## config.mk

```make
export PLATFORM = sky130hd
export DESIGN_NAME = cfu_unit
export DESIGN_NICKNAME = d
export VERILOG_FILES = /design/src/rtl/cfu_pkg.sv /design/src/rtl/cfu_cfg_reg.sv /design/src/rtl/cfu_match.sv /design/src/rtl/cfu_ops.sv /design/src/rtl/cfu_unit.sv
export SDC_FILE = /design/constraint.sdc
export NUM_CORES = 1
export LEC_CHECK = 0
export ABC_AREA = 1
export BUFFER_PORTS_ARGS = -buffer_cell sky130_fd_sc_hd__buf_2
export CORE_AREA = 2 2 107 119
export CTS_CLUSTER_SIZE = 8
export DETAILED_ROUTE_END_ITERATION = 7
export DIE_AREA = 0 0 109 121
export GPL_TIMING_DRIVEN = 0
export HOLD_SLACK_MARGIN = 0.08
export MAX_ROUTING_LAYER = met4
export PLACE_DENSITY = 0.81
export SKIP_CTS_REPAIR_TIMING = 1
export SYNTH_ARGS = -nofsm -noshare
export SYNTH_HDL_FRONTEND = slang
export SYNTH_SLANG_ARGS = --single-unit
```

## constraint.sdc

```tcl
create_clock -name clk -period 8 [get_ports clk]
set_clock_uncertainty 0.05 [all_clocks]
set_input_delay 0.4 -clock clk [delete_from_list [all_inputs] [get_ports clk]]
set_output_delay 0.4 -clock clk [all_outputs]
set_load 0.005 [all_outputs]
```

## src/rtl/cfu_pkg.sv

```systemverilog
package cfu_pkg;
  localparam int unsigned ID_W  = 11;
  localparam int unsigned SEL_W = 2;

  typedef enum logic [SEL_W-1:0] {
    FN_POPCNT = 2'd0,
    FN_BITREV = 2'd1,
    FN_MERGE  = 2'd2,
    FN_SATADD = 2'd3
  } fn_sel_e;
endpackage

```

## src/rtl/cfu_cfg_reg.sv

```systemverilog
module cfu_cfg_reg
  import cfu_pkg::*;
#(
  parameter int unsigned W = 32
) (
  input  logic            clk,
  input  logic            rst_n,
  input  logic            cfg_we,
  input  logic [ID_W-1:0] cfg_id,
  input  fn_sel_e         cfg_sel,
  input  logic [W-1:0]    cfg_mask,
  output logic            cur_vld,
  output logic [ID_W-1:0] cur_id,
  output fn_sel_e         cur_sel,
  output logic [W-1:0]    cur_mask
);
  logic            vld_d;
  logic [ID_W-1:0] id_d;
  fn_sel_e         sel_d;
  logic [W-1:0]    mask_d;

  // next-state: load the whole configuration as one unit
  always_comb begin
    vld_d  = cur_vld;
    id_d   = cur_id;
    sel_d  = cur_sel;
    mask_d = cur_mask;
    if (cfg_we) begin
      vld_d  = 1'b1;
      id_d   = cfg_id;
      sel_d  = cfg_sel;
      mask_d = cfg_mask;
    end
  end

  always_ff @(posedge clk or negedge rst_n) begin
    if (!rst_n) begin
      cur_vld  <= 1'b0;
      cur_id   <= '0;
      cur_sel  <= FN_POPCNT;
      cur_mask <= '0;
    end else begin
      cur_vld  <= vld_d;
      cur_id   <= id_d;
      cur_sel  <= sel_d;
      cur_mask <= mask_d;
    end
  end

  // a write becomes resident at the next edge
  a_r5_cfg_load: assert property (@(posedge clk) disable iff (!rst_n)
    cfg_we |=> (cur_vld && cur_id == $past(cfg_id) && cur_sel == $past(cfg_sel)
                && cur_mask == $past(cfg_mask)));

  a_r5_cfg_hold: assert property (@(posedge clk) disable iff (!rst_n)
    !cfg_we |=> ($stable(cur_id) && $stable(cur_sel) && $stable(cur_mask)));
endmodule

```

## src/rtl/cfu_match.sv

```systemverilog
module cfu_match
  import cfu_pkg::*;
(
  input  logic            iss_valid,
  input  logic [ID_W-1:0] iss_id,
  input  logic            cur_vld,
  input  logic [ID_W-1:0] cur_id,
  output logic            hit,
  output logic            miss
);
  logic id_eq;

  always_comb begin
    id_eq = (iss_id == cur_id);
    hit   = iss_valid &&  (cur_vld && id_eq);
    miss  = iss_valid && !(cur_vld && id_eq);
  end
endmodule

```

## src/rtl/cfu_ops.sv

```systemverilog
module cfu_ops
  import cfu_pkg::*;
#(
  parameter int unsigned W = 32
) (
  input  fn_sel_e      sel,
  input  logic [W-1:0] a,
  input  logic [W-1:0] b,
  input  logic [W-1:0] mask,
  output logic [W-1:0] y
);
  localparam int unsigned CNT_W = $clog2(W + 1);

  logic [CNT_W-1:0] pop;
  logic [W-1:0]     rev;
  logic [W-1:0]     merged;
  logic [W:0]       sum_ext;
  logic [W-1:0]     sat;

  // population count
  always_comb begin
    pop = '0;
    for (int i = 0; i < W; i++) begin
      pop = pop + CNT_W'(a[i]);
    end
  end

  // bit reverse as pure wiring
  for (genvar g = 0; g < W; g++) begin : g_rev
    assign rev[g] = a[W-1-g];
  end

  // merge and saturating add
  always_comb begin
    merged  = (a & mask) | (b & ~mask);
    sum_ext = {1'b0, a} + {1'b0, b};
    sat     = sum_ext[W] ? {W{1'b1}} : sum_ext[W-1:0];
  end

  always_comb begin
    unique case (sel)
      FN_POPCNT: y = W'(pop);
      FN_BITREV: y = rev;
      FN_MERGE:  y = merged;
      FN_SATADD: y = sat;
      default:   y = '0;
    endcase
  end

  // a clamped sum never falls below either operand
  always_comb begin
    if (sel == FN_SATADD) begin
      a_r9_sat_floor: assert (y >= a && y >= b);
    end
  end

  // a bit count cannot exceed the width
  always_comb begin
    if (sel == FN_POPCNT) begin
      a_r6_pop_range: assert (y <= W);
    end
  end
endmodule

```

## src/rtl/cfu_unit.sv

```systemverilog
module cfu_unit
  import cfu_pkg::*;
#(
  parameter int unsigned W = 32
) (
  input  logic             clk,
  input  logic             rst_n,
  input  logic             cfg_we,
  input  logic [ID_W-1:0]  cfg_id,
  input  logic [SEL_W-1:0] cfg_sel,
  input  logic [W-1:0]     cfg_mask,
  input  logic             iss_valid,
  input  logic [ID_W-1:0]  iss_id,
  input  logic [W-1:0]     iss_a,
  input  logic [W-1:0]     iss_b,
  output logic             res_valid,
  output logic [W-1:0]     res_data,
  output logic             trap
);
  logic            cur_vld;
  logic [ID_W-1:0] cur_id;
  fn_sel_e         cur_sel;
  logic [W-1:0]    cur_mask;
  logic            hit;
  logic            miss;
  logic [W-1:0]    op_y;

  cfu_cfg_reg #(.W(W)) u_cfg (
    .clk      (clk),
    .rst_n    (rst_n),
    .cfg_we   (cfg_we),
    .cfg_id   (cfg_id),
    .cfg_sel  (fn_sel_e'(cfg_sel)),
    .cfg_mask (cfg_mask),
    .cur_vld  (cur_vld),
    .cur_id   (cur_id),
    .cur_sel  (cur_sel),
    .cur_mask (cur_mask)
  );

  cfu_match u_match (
    .iss_valid (iss_valid),
    .iss_id    (iss_id),
    .cur_vld   (cur_vld),
    .cur_id    (cur_id),
    .hit       (hit),
    .miss      (miss)
  );

  cfu_ops #(.W(W)) u_ops (
    .sel  (cur_sel),
    .a    (iss_a),
    .b    (iss_b),
    .mask (cur_mask),
    .y    (op_y)
  );

  always_comb begin
    res_valid = hit;
    trap      = miss;
    res_data  = hit ? op_y : '0;
  end

  // write-back and trap exclude each other
  a_r11_excl: assert property (@(posedge clk) disable iff (!rst_n)
    !(res_valid && trap));

  // quiet when nothing is issued
  a_r4_idle: assert property (@(posedge clk) disable iff (!rst_n)
    !iss_valid |-> (!res_valid && !trap && res_data == '0));

  // a trap carries no data
  a_r3_trap_zero: assert property (@(posedge clk) disable iff (!rst_n)
    trap |-> (res_data == '0 && iss_valid));

  // nothing resident means no write-back
  a_r1_empty: assert property (@(posedge clk) disable iff (!rst_n)
    !cur_vld |-> !res_valid);

  // a write-back only for an issued instruction naming the resident id
  a_r2_hit_id: assert property (@(posedge clk) disable iff (!rst_n)
    res_valid |-> (iss_valid && iss_id == cur_id));
endmodule

```

# Word level (Yosys, flattened, before mapping)
# Index checks and enable logic that the tools add are counted.
# totals
ff_bits	46
in_bits	124
out_inout_bits	34
word_cells	52
# op_classes
add_sub_neg	32
n_eq_ne	4
n_mux	3
n_bitwise	4
reduce_logical	5
# ops
operator	n
$add 6x1->6	30
$pmux 32 s4	1
$and 32x32->32	2
$mux 32	2
$add 32x32->33	1
$not 32->32	1
$or 32x32->32	1
$eq 11x11->1	1
$eq 2x2->1 const B	2
$logic_and 1x1->1	3
$add 1x1->2	1
$eq 2x1->1 const B	1
$logic_not 2->1	1
$logic_not 1->1	1

# Longest topological paths before layout
# Gate-level depths: netlist of the first run.
# logic_depth
ltp_word	33
ltp_mapped	20
mapped_depth_nobuf	20

# Hierarchy
# From an unflattened synthesis of the first run, not the netlist that was laid out.
# unflattened
cells_unflattened	1158
hier_area_um2	6687.7
# modules_own_cells
module	n_inst	cells_each	area_each_um2	seq_area_each_um2
cfu_ops	1	843	4403.0	0.0
cfu_cfg_reg	1	192	1781.7	1151.1
cfu_unit	1	67	274.0	0.0
cfu_match	1	56	229.0	0.0

# Worst setup path before layout of the first run
# No wires, ideal clock.
# synth_path
path_kind	in2out
startpoint	input iss_a[0]
endpoint	output res_data[4]
arrival_time_ns	4.848
required_ns	7.550
slack_ns	2.702
cell_stages	14
path_buffers	0
path_cell_list	ha_1 inv_1 fa_1 fa_1 fa_1 fa_1 fa_1 fa_1 fa_1 fa_1 o21a_1 nor2_1 o21ai_0 a21oi_1
# synth_between
elab_chain_cells	33
elab_cells_between_ends	35
cone_classes	add/sub: 32; mux: 3
# synth_rtl
element	line_no	rtl
from (decl)	cfu_unit.sv:14	input logic [W-1:0] iss_a,
$add 1x1->2	cfu_ops.sv:24	pop = pop + CNT_W'(a[i]);
$add 6x1->6 (30 in series)	cfu_ops.sv:24	
$pmux 32 s4 *	cfu_ops.sv:41	unique case (sel)
$mux 32 *	cfu_unit.sv:61	res_data = hit ? op_y : '0;
to (decl)	cfu_unit.sv:17	output logic [W-1:0] res_data,
# Mark *: on every way between the ends. The rest lies on a longest branch, timed or not.

# Worst setup path after layout of the first run
# layout_path
startpoint	input iss_a[1]
endpoint	output res_data[4]
# Same word-level chain as after synthesis.

==> out/qor.csv, run 1 <==
stage,metric,value,unit
status,status,completed,
routing,ant_nets,0,
cells_and_area,final_util,63.8,%
sta,fin_ws,2.15,ns
setup_path,cp_max_fo,4,
setup_path,worst-path-stages,17,
power_and_ir_drop,p_int,0.741,mW
logic_synthesis,syn_area_per_cell,6.13,sq um
routing,drt_iter0_markers,517,
logic_synthesis,ys_async_sr_fraction,100,%
cells_and_area,instances_no_fill,1373,
cells_and_area,stdcell_area,0.00761,sq mm
global_routing,antenna_found_initial,0,
power_and_ir_drop,p_leak,4.46,nW
setup_path,cp_slowest_cell,fa_1,
sta,tightest_slew,0.984,ns
power_and_ir_drop,finalPower,1.34,mW
setup_path,crit_path_end_kind,output port,
min_path,min_path_type,input pin to asynchronous set/reset pin,
global_routing,grt_pass1_vias,6666,
power_and_ir_drop,power.share.sequential,20.2,%
logic_synthesis,yosysTopAreaCell,nand2_1,
cells_and_area,n_antenna_cell,0,
power_and_ir_drop,p_clk_share,17.1,%
power_and_ir_drop,p_comb_share,62.7,%
logic_synthesis,synthTopCellsByArea,"nand2_1 (22%), dfrtp_1 (18%), inv_1 (12%)",
routing,wl_per_cell,16.6,um
power_and_ir_drop,ir_worst_vdd,0.269,mV
sta,setup_viol,0,
setup_path,crit_buf_inv,3,
placement,pre_cts_slack,2.13,ns
clock_network,tritoncts,yes,
cells_and_area,drive_above_1_share,18.0,%
setup_path,critical_path_required,7.55,ns
setup_path,reg2regPathDepth,2,
floorplan,die_x,109,um
clock_network,cts_root_buffer,clkbuf_16,
cells_and_area,mostFrequentLayoutCells,"nand2_1 (379), inv_1 (199), buf_2 (157)",
routing,firstDrtPassIters,5,
setup_path,setup.worst_path.class,input pin to output port,
routing,drt-total-wl,22800,um
clock_network,htreeDepth,2,
cells_and_area,final_common_cell,nand2_1,
logic_synthesis,yosys.area.top_type_share,22.0,%
clock_network,clk_path_buf_depth,2,
sta,finalHoldViolations,0,
placement,placedCellCount,1365,
routing,routed_via_density,5.25,
placement,portBuffers,156,
sta,finalCritPeriodShare,73.1,%
power_and_ir_drop,sw_frac_of_total,44.8,%
cells_and_area,area_delta_synth_final,17.6,%
clock_network,cts.sinks,46,
routing,vias,7208,
setup_path,cp_cell_sequence,"buf_2, ha_1, inv_1, fa_1, fa_1, fa_1, fa_1, fa_1, fa_1, fa_1, fa_1, o21a_1, nand2_1, nand2_1, o21ai_0, a21oi_1, buf_2",
setup_path,crit_top_cell,fa_1,
setup_path,critPathLaunchType,input pin,
sta,setup_tns,0,ns
flow_run,cap_violations,0,
placement,post_dp_cell_area,0.00744,sq mm
power_and_ir_drop,power.switching,0.602,mW
global_routing,grt_util_all_layers,36.0,%
floorplan,initial_utilization,54.2,%
placement,gp_congestion,1.08,
sta,fmax,171,MHz
sta,slew_headroom,34.4,%
logic_synthesis,synth-seq-area-share,17.8,%
sta,drv_slew,0,
setup_path,worstPathArrival,5.40,ns
floorplan,rows,42,
clock_network,cts_buffers,5,
clock_network,clkLatencyLatePin,0.28,ns
floorplan,die_area,0.0132,sq mm
logic_synthesis,yosysWarnings,0,
clock_network,clk_pin_slew,0.06,ns
logic_synthesis,syn_nets,1244,
sta,hold_ws,0.220,ns
global_routing,grt_max_degree,47,
routing,remaining_drc_errors,0,
sta,rsz0062_at_grt,false,
setup_path,critPathTopFamily,adder cells,
setup_path,crit_path_max_incr_delay,0.56,ns
logic_synthesis,yosys_most_used_dff,dfrtp_1,
logic_synthesis,synth_edf_count,0,
global_routing,grt_overflow_total,0,
power_and_ir_drop,p_per_area,177,mW/mm^2
logic_synthesis,ys_seq_elements,46,
global_routing,grt_pass1_wl,34600,um
logic_synthesis,netlist_instances,1055,
logic_synthesis,ys_types,43,
placement,place.detailed.hpwl,19900,um
floorplan,ios,158,
floorplan,coreArea,0.0119,sq mm
sta,period_needed,5.85,ns
cells_and_area,final_net_count,1407,
floorplan,die_h,121,um
logic_synthesis,syn_area,0.00647,sq mm
## logic make-up after synthesis
family          count (synthesis)  synth area share [%]
xor+xnor                       21                  2.84
fa+ha+maj                      65                  15.5
flops                          46                  17.8
compound gates                163                  15.0
simple gates                  535                  35.3
buf+inv                       225                  13.7
## power by group through the flow
stage          sequential, mW  clock (mW)  combinational [mW]
4_1_cts                 0.271       0.232               0.841
3_3_place_gp            0.274           0               0.821
3_5_place_dp            0.275           0               0.836
6_report                0.272       0.230               0.842
5_1_grt                 0.274       0.241               0.964
2_1_floorplan           0.268           0               0.622
## layer usage
layer | vias up | track usage, % | part of all wire (%)
li1 | 3610 | - | -
met1 | 3256 | 46.1 | 42
met2 | 278 | 59.4 | 47
met3 | 64 | 3.71 | 6.5
met4 | 0 | 12.6 | 3.5
met5 | - | - | 0
## flip-flops by register name (all words and copies together), names as in the netlist
| name | cells |
|---|---|
| u_cfg.cur_id | 11 |
| u_cfg.cur_mask | 32 |
| u_cfg.cur_sel | 2 |
| u_cfg.cur_vld | 1 |
## worst reg2reg max path: cells and delay by family (launching register included)
family / cells / cell delay, ns
buffers and inverters: 1 / 0.23
flip-flops: 1 / 0.41
AO/OA/AOI/OAI: 1 / 0.11
## cell usage after synthesis (2+ instances only)
library cell	n
a21oi_2	15
inv_1	199
nor2_4	2
a211oi_1	29
clkbuf_1	12
nand3_2	9
nand4_1	8
nor2_1	60
xnor2_1	4
nand2_4	3
xor2_1	17
and2_1	7
buf_1	4
ha_1	40
o21ai_0	27
fa_1	25
dfrtp_1	46
inv_2	4
nand3_1	40
a21oi_1	72
nor2_2	3
and3_1	2
o21ai_1	12
o22ai_1	2
nand2_2	8
a21o_1	2
nand2_1	379
nor3_1	7
buf_6	3
## path summary, 6_finish.rpt
check,from,slack [ns],end
hold reg to reg,u_cfg.cur_vld$_DFFE_PN0P_,0.43,u_cfg.cur_vld$_DFFE_PN0P_
min in group clk,cfg_mask[9],0.26,u_cfg.cur_mask[9]$_DFFE_PN0P_
hold / removal,rst_n,0.22,u_cfg.cur_id[1]$_DFFE_PN0P_
setup / recovery,iss_a[1],2.15,res_data[4]
max in group asynchronous,rst_n,7.06,u_cfg.cur_mask[21]$_DFFE_PN0P_
setup reg to reg,u_cfg.cur_sel[1]$_DFFE_PN0P_,7.06,u_cfg.cur_sel[1]$_DFFE_PN0P_
## area by class of cell
class,instances,area [sq um]
Buffer,22,121
Clock buffer,6,129
Clock inverter,2,37.5
Fill cell,1217,4320
Inverter,203,762
Multi-Input combinational cell,784,4440
Sequential cell,46,1150
Tap cell,154,193
Timing Repair Buffer,156,781
(Power assumes the default switching activity.)
==> run 2: changes to the inputs <==
CORE_AREA = 2 2 112 125   (was 2 2 107 119)
DIE_AREA = 0 0 114 127   (was 0 0 109 121)
PLACE_DENSITY = 0.77   (was 0.81)
clock period = 4.7 ns   (was 8 ns; I/O delays follow)
==> run 2 against run 1 <==
Effect of this change:
- the run now ends with negative setup slack left
- utilization shrank 4.4 points
- clock-buffer cell count is the same
- first-iteration DRC count grew 5.8%
- wire length grew 4.8%
- critical endpoint unchanged
- largest cell class unchanged
- sequential share of layout area shrank 0.33 points
==> out/qor.csv, run 2 (synthesized netlist as in run 1, its figures left out) <==
stage,metric,value,unit
global_routing,grt_util_all_layers,34.3,%
cells_and_area,regMostFlops,u_cfg.cur_mask,
global_routing,grt_pass1_vias,6896,
cells_and_area,final_util,59.4,%
clock_network,clkLatencyLatePin,0.29,ns
cells_and_area,largest_reg_flops,32,
floorplan,ios,158,
sta,slew_headroom,34.0,%
setup_path,crit_path_max_incr_delay,0.56,ns
routing,drt-total-wl,23900,um
power_and_ir_drop,p_leak,4.49,nW
cells_and_area,mostFrequentLayoutCells,"nand2_1 (379), inv_1 (191), buf_2 (151)",
routing,firstDrtPassIters,7,
power_and_ir_drop,p_per_area,344,mW/mm^2
status,status,"finished, violations left",
sta,rsz0062_at_grt,true,
global_routing,grt_pass1_wl,36900,um
sta,drv_slew,0,
placement,portBuffers,156,
routing,remaining_drc_errors,0,
cells_and_area,instances_no_fill,1384,
setup_path,worstPathArrival,5.00,ns
setup_path,cp_slowest_cell,fa_1,
cells_and_area,reg_top3,"u_cfg.cur_mask x32, u_cfg.cur_id x11, u_cfg.cur_sel x2",
sta,period_needed,5.29,ns
floorplan,initial_utilization,49.4,%
power_and_ir_drop,ir_worst_vdd,0.522,mV
setup_path,critPathLaunchType,input pin,
setup_path,critPathTopFamily,adder cells,
placement,gp_congestion,0.996,
clock_network,tritoncts,yes,
setup_path,critical_path_required,4.41,ns
global_routing,grt_max_degree,47,
routing,route.met2.wl,11300,um
routing,ant_nets,0,
min_path,min_path_type,input pin to asynchronous set/reset pin,
placement,place.detailed.hpwl,20600,um
routing,wl_per_cell,17.3,um
clock_network,htreeDepth,2,
global_routing,antenna_found_initial,0,
setup_path,crit_buf_inv,3,
clock_network,cts_buffers,5,
cells_and_area,n_antenna_cell,0,
setup_path,worst-path-stages,17,
clock_network,clk_pin_slew,0.06,ns
placement,placedCellCount,1372,
sta,finalHoldViolations,0,
global_routing,grt_overflow_total,0,
sta,hold_ws,0.0640,ns
routing,routed_via_density,5.18,
status,violations,negative setup slack,
floorplan,die_h,127,um
floorplan,coreArea,0.0131,sq mm
routing,vias,7173,
power_and_ir_drop,finalPower,2.68,mW
routing,dr.max_layer_used,met4,
cells_and_area,drive_above_1_share,20.3,%
routing,drt_iter0_markers,547,
floorplan,die_x,114,um
floorplan,rows,44,
sta,tightest_slew,0.991,ns
setup_path,cp_max_fo,3,
sta,fmax,189,MHz
clock_network,cts_root_buffer,clkbuf_16,
setup_path,cp_cell_sequence,"buf_8, ha_4, inv_2, fa_1, fa_2, fa_1, fa_1, fa_1, fa_1, fa_2, fa_2, o21a_1, nand2_1, nand2_1, o21ai_2, a21oi_2, buf_2",
clock_network,clk_path_buf_depth,2,
floorplan,die_area,0.0145,sq mm
setup_path,reg2regPathDepth,2,
cells_and_area,final_net_count,1411,
cells_and_area,final_common_cell,nand2_1,
placement,pre_cts_slack,-0.688,ns
sta,finalCritPeriodShare,113,%
clock_network,cts.sinks,46,
setup_path,crit_top_cell,fa_1,
sta,fin_ws,-0.588,ns
sta,setup_viol,5,
flow_run,cap_violations,0,
setup_path,setup.worst_path.class,input pin to output port,
routing,wl_met1,10400,um
cells_and_area,area_delta_synth_final,20.2,%
routing,route.met3.wl,1510,um
setup_path,crit_path_end_kind,output port,
run 2: cell types whose count changed in the layout (fill, tap and decap cells not counted), sizes merged:
| cell | delta |
|---|---|
| buf | +4 |
run 2: power by group:
part	internal (mW)	switching, mW
clock	0.251	0.148
combinational	0.797	1.02
sequential	0.431	0.0333
run 2: metal layers:
layer	vias to the layer above	track usage (%)
met1	3244	45.4
met3	45	3.42
met2	256	55.9
met5	-	-
met4	0	10.3
li1	3628	-
run 2: area by class of cell:
type,instances,area [sq um]
buffer,22,121
clock buffer,6,129
clock inverter,2,37.5
fill,1345,5320
inverter,203,764
multi-input combinational,784,4520
sequential,46,1150
tap,161,201
timing repair buffer,160,856
run 2: final timing paths:
check                                              from                              to  slack (ns)
max                                            iss_a[1]                     res_data[4]       -0.59
min                                               rst_n  u_cfg.cur_mask[21]$_DFFE_PN0P_        0.06
max reg2reg                u_cfg.cur_sel[1]$_DFFE_PN0P_    u_cfg.cur_sel[1]$_DFFE_PN0P_        3.73
min reg2reg                 u_cfg.cur_id[2]$_DFFE_PN0P_     u_cfg.cur_id[2]$_DFFE_PN0P_        0.45
max in group asynchronous                         rst_n  u_cfg.cur_mask[12]$_DFFE_PN0P_        3.93
min in group clk                           cfg_mask[31]  u_cfg.cur_mask[31]$_DFFE_PN0P_        0.09
run 2: metrics by stage:
stage                     TNS (ns)  instance area (sq um)
after CTS                    -3.02                   7620
after global placement       -2.87                   7460
after floorplan             -0.274                   6480
final                        -2.11                   7780
after detailed placement     -3.02                   7460
after global routing         -2.85                   7780
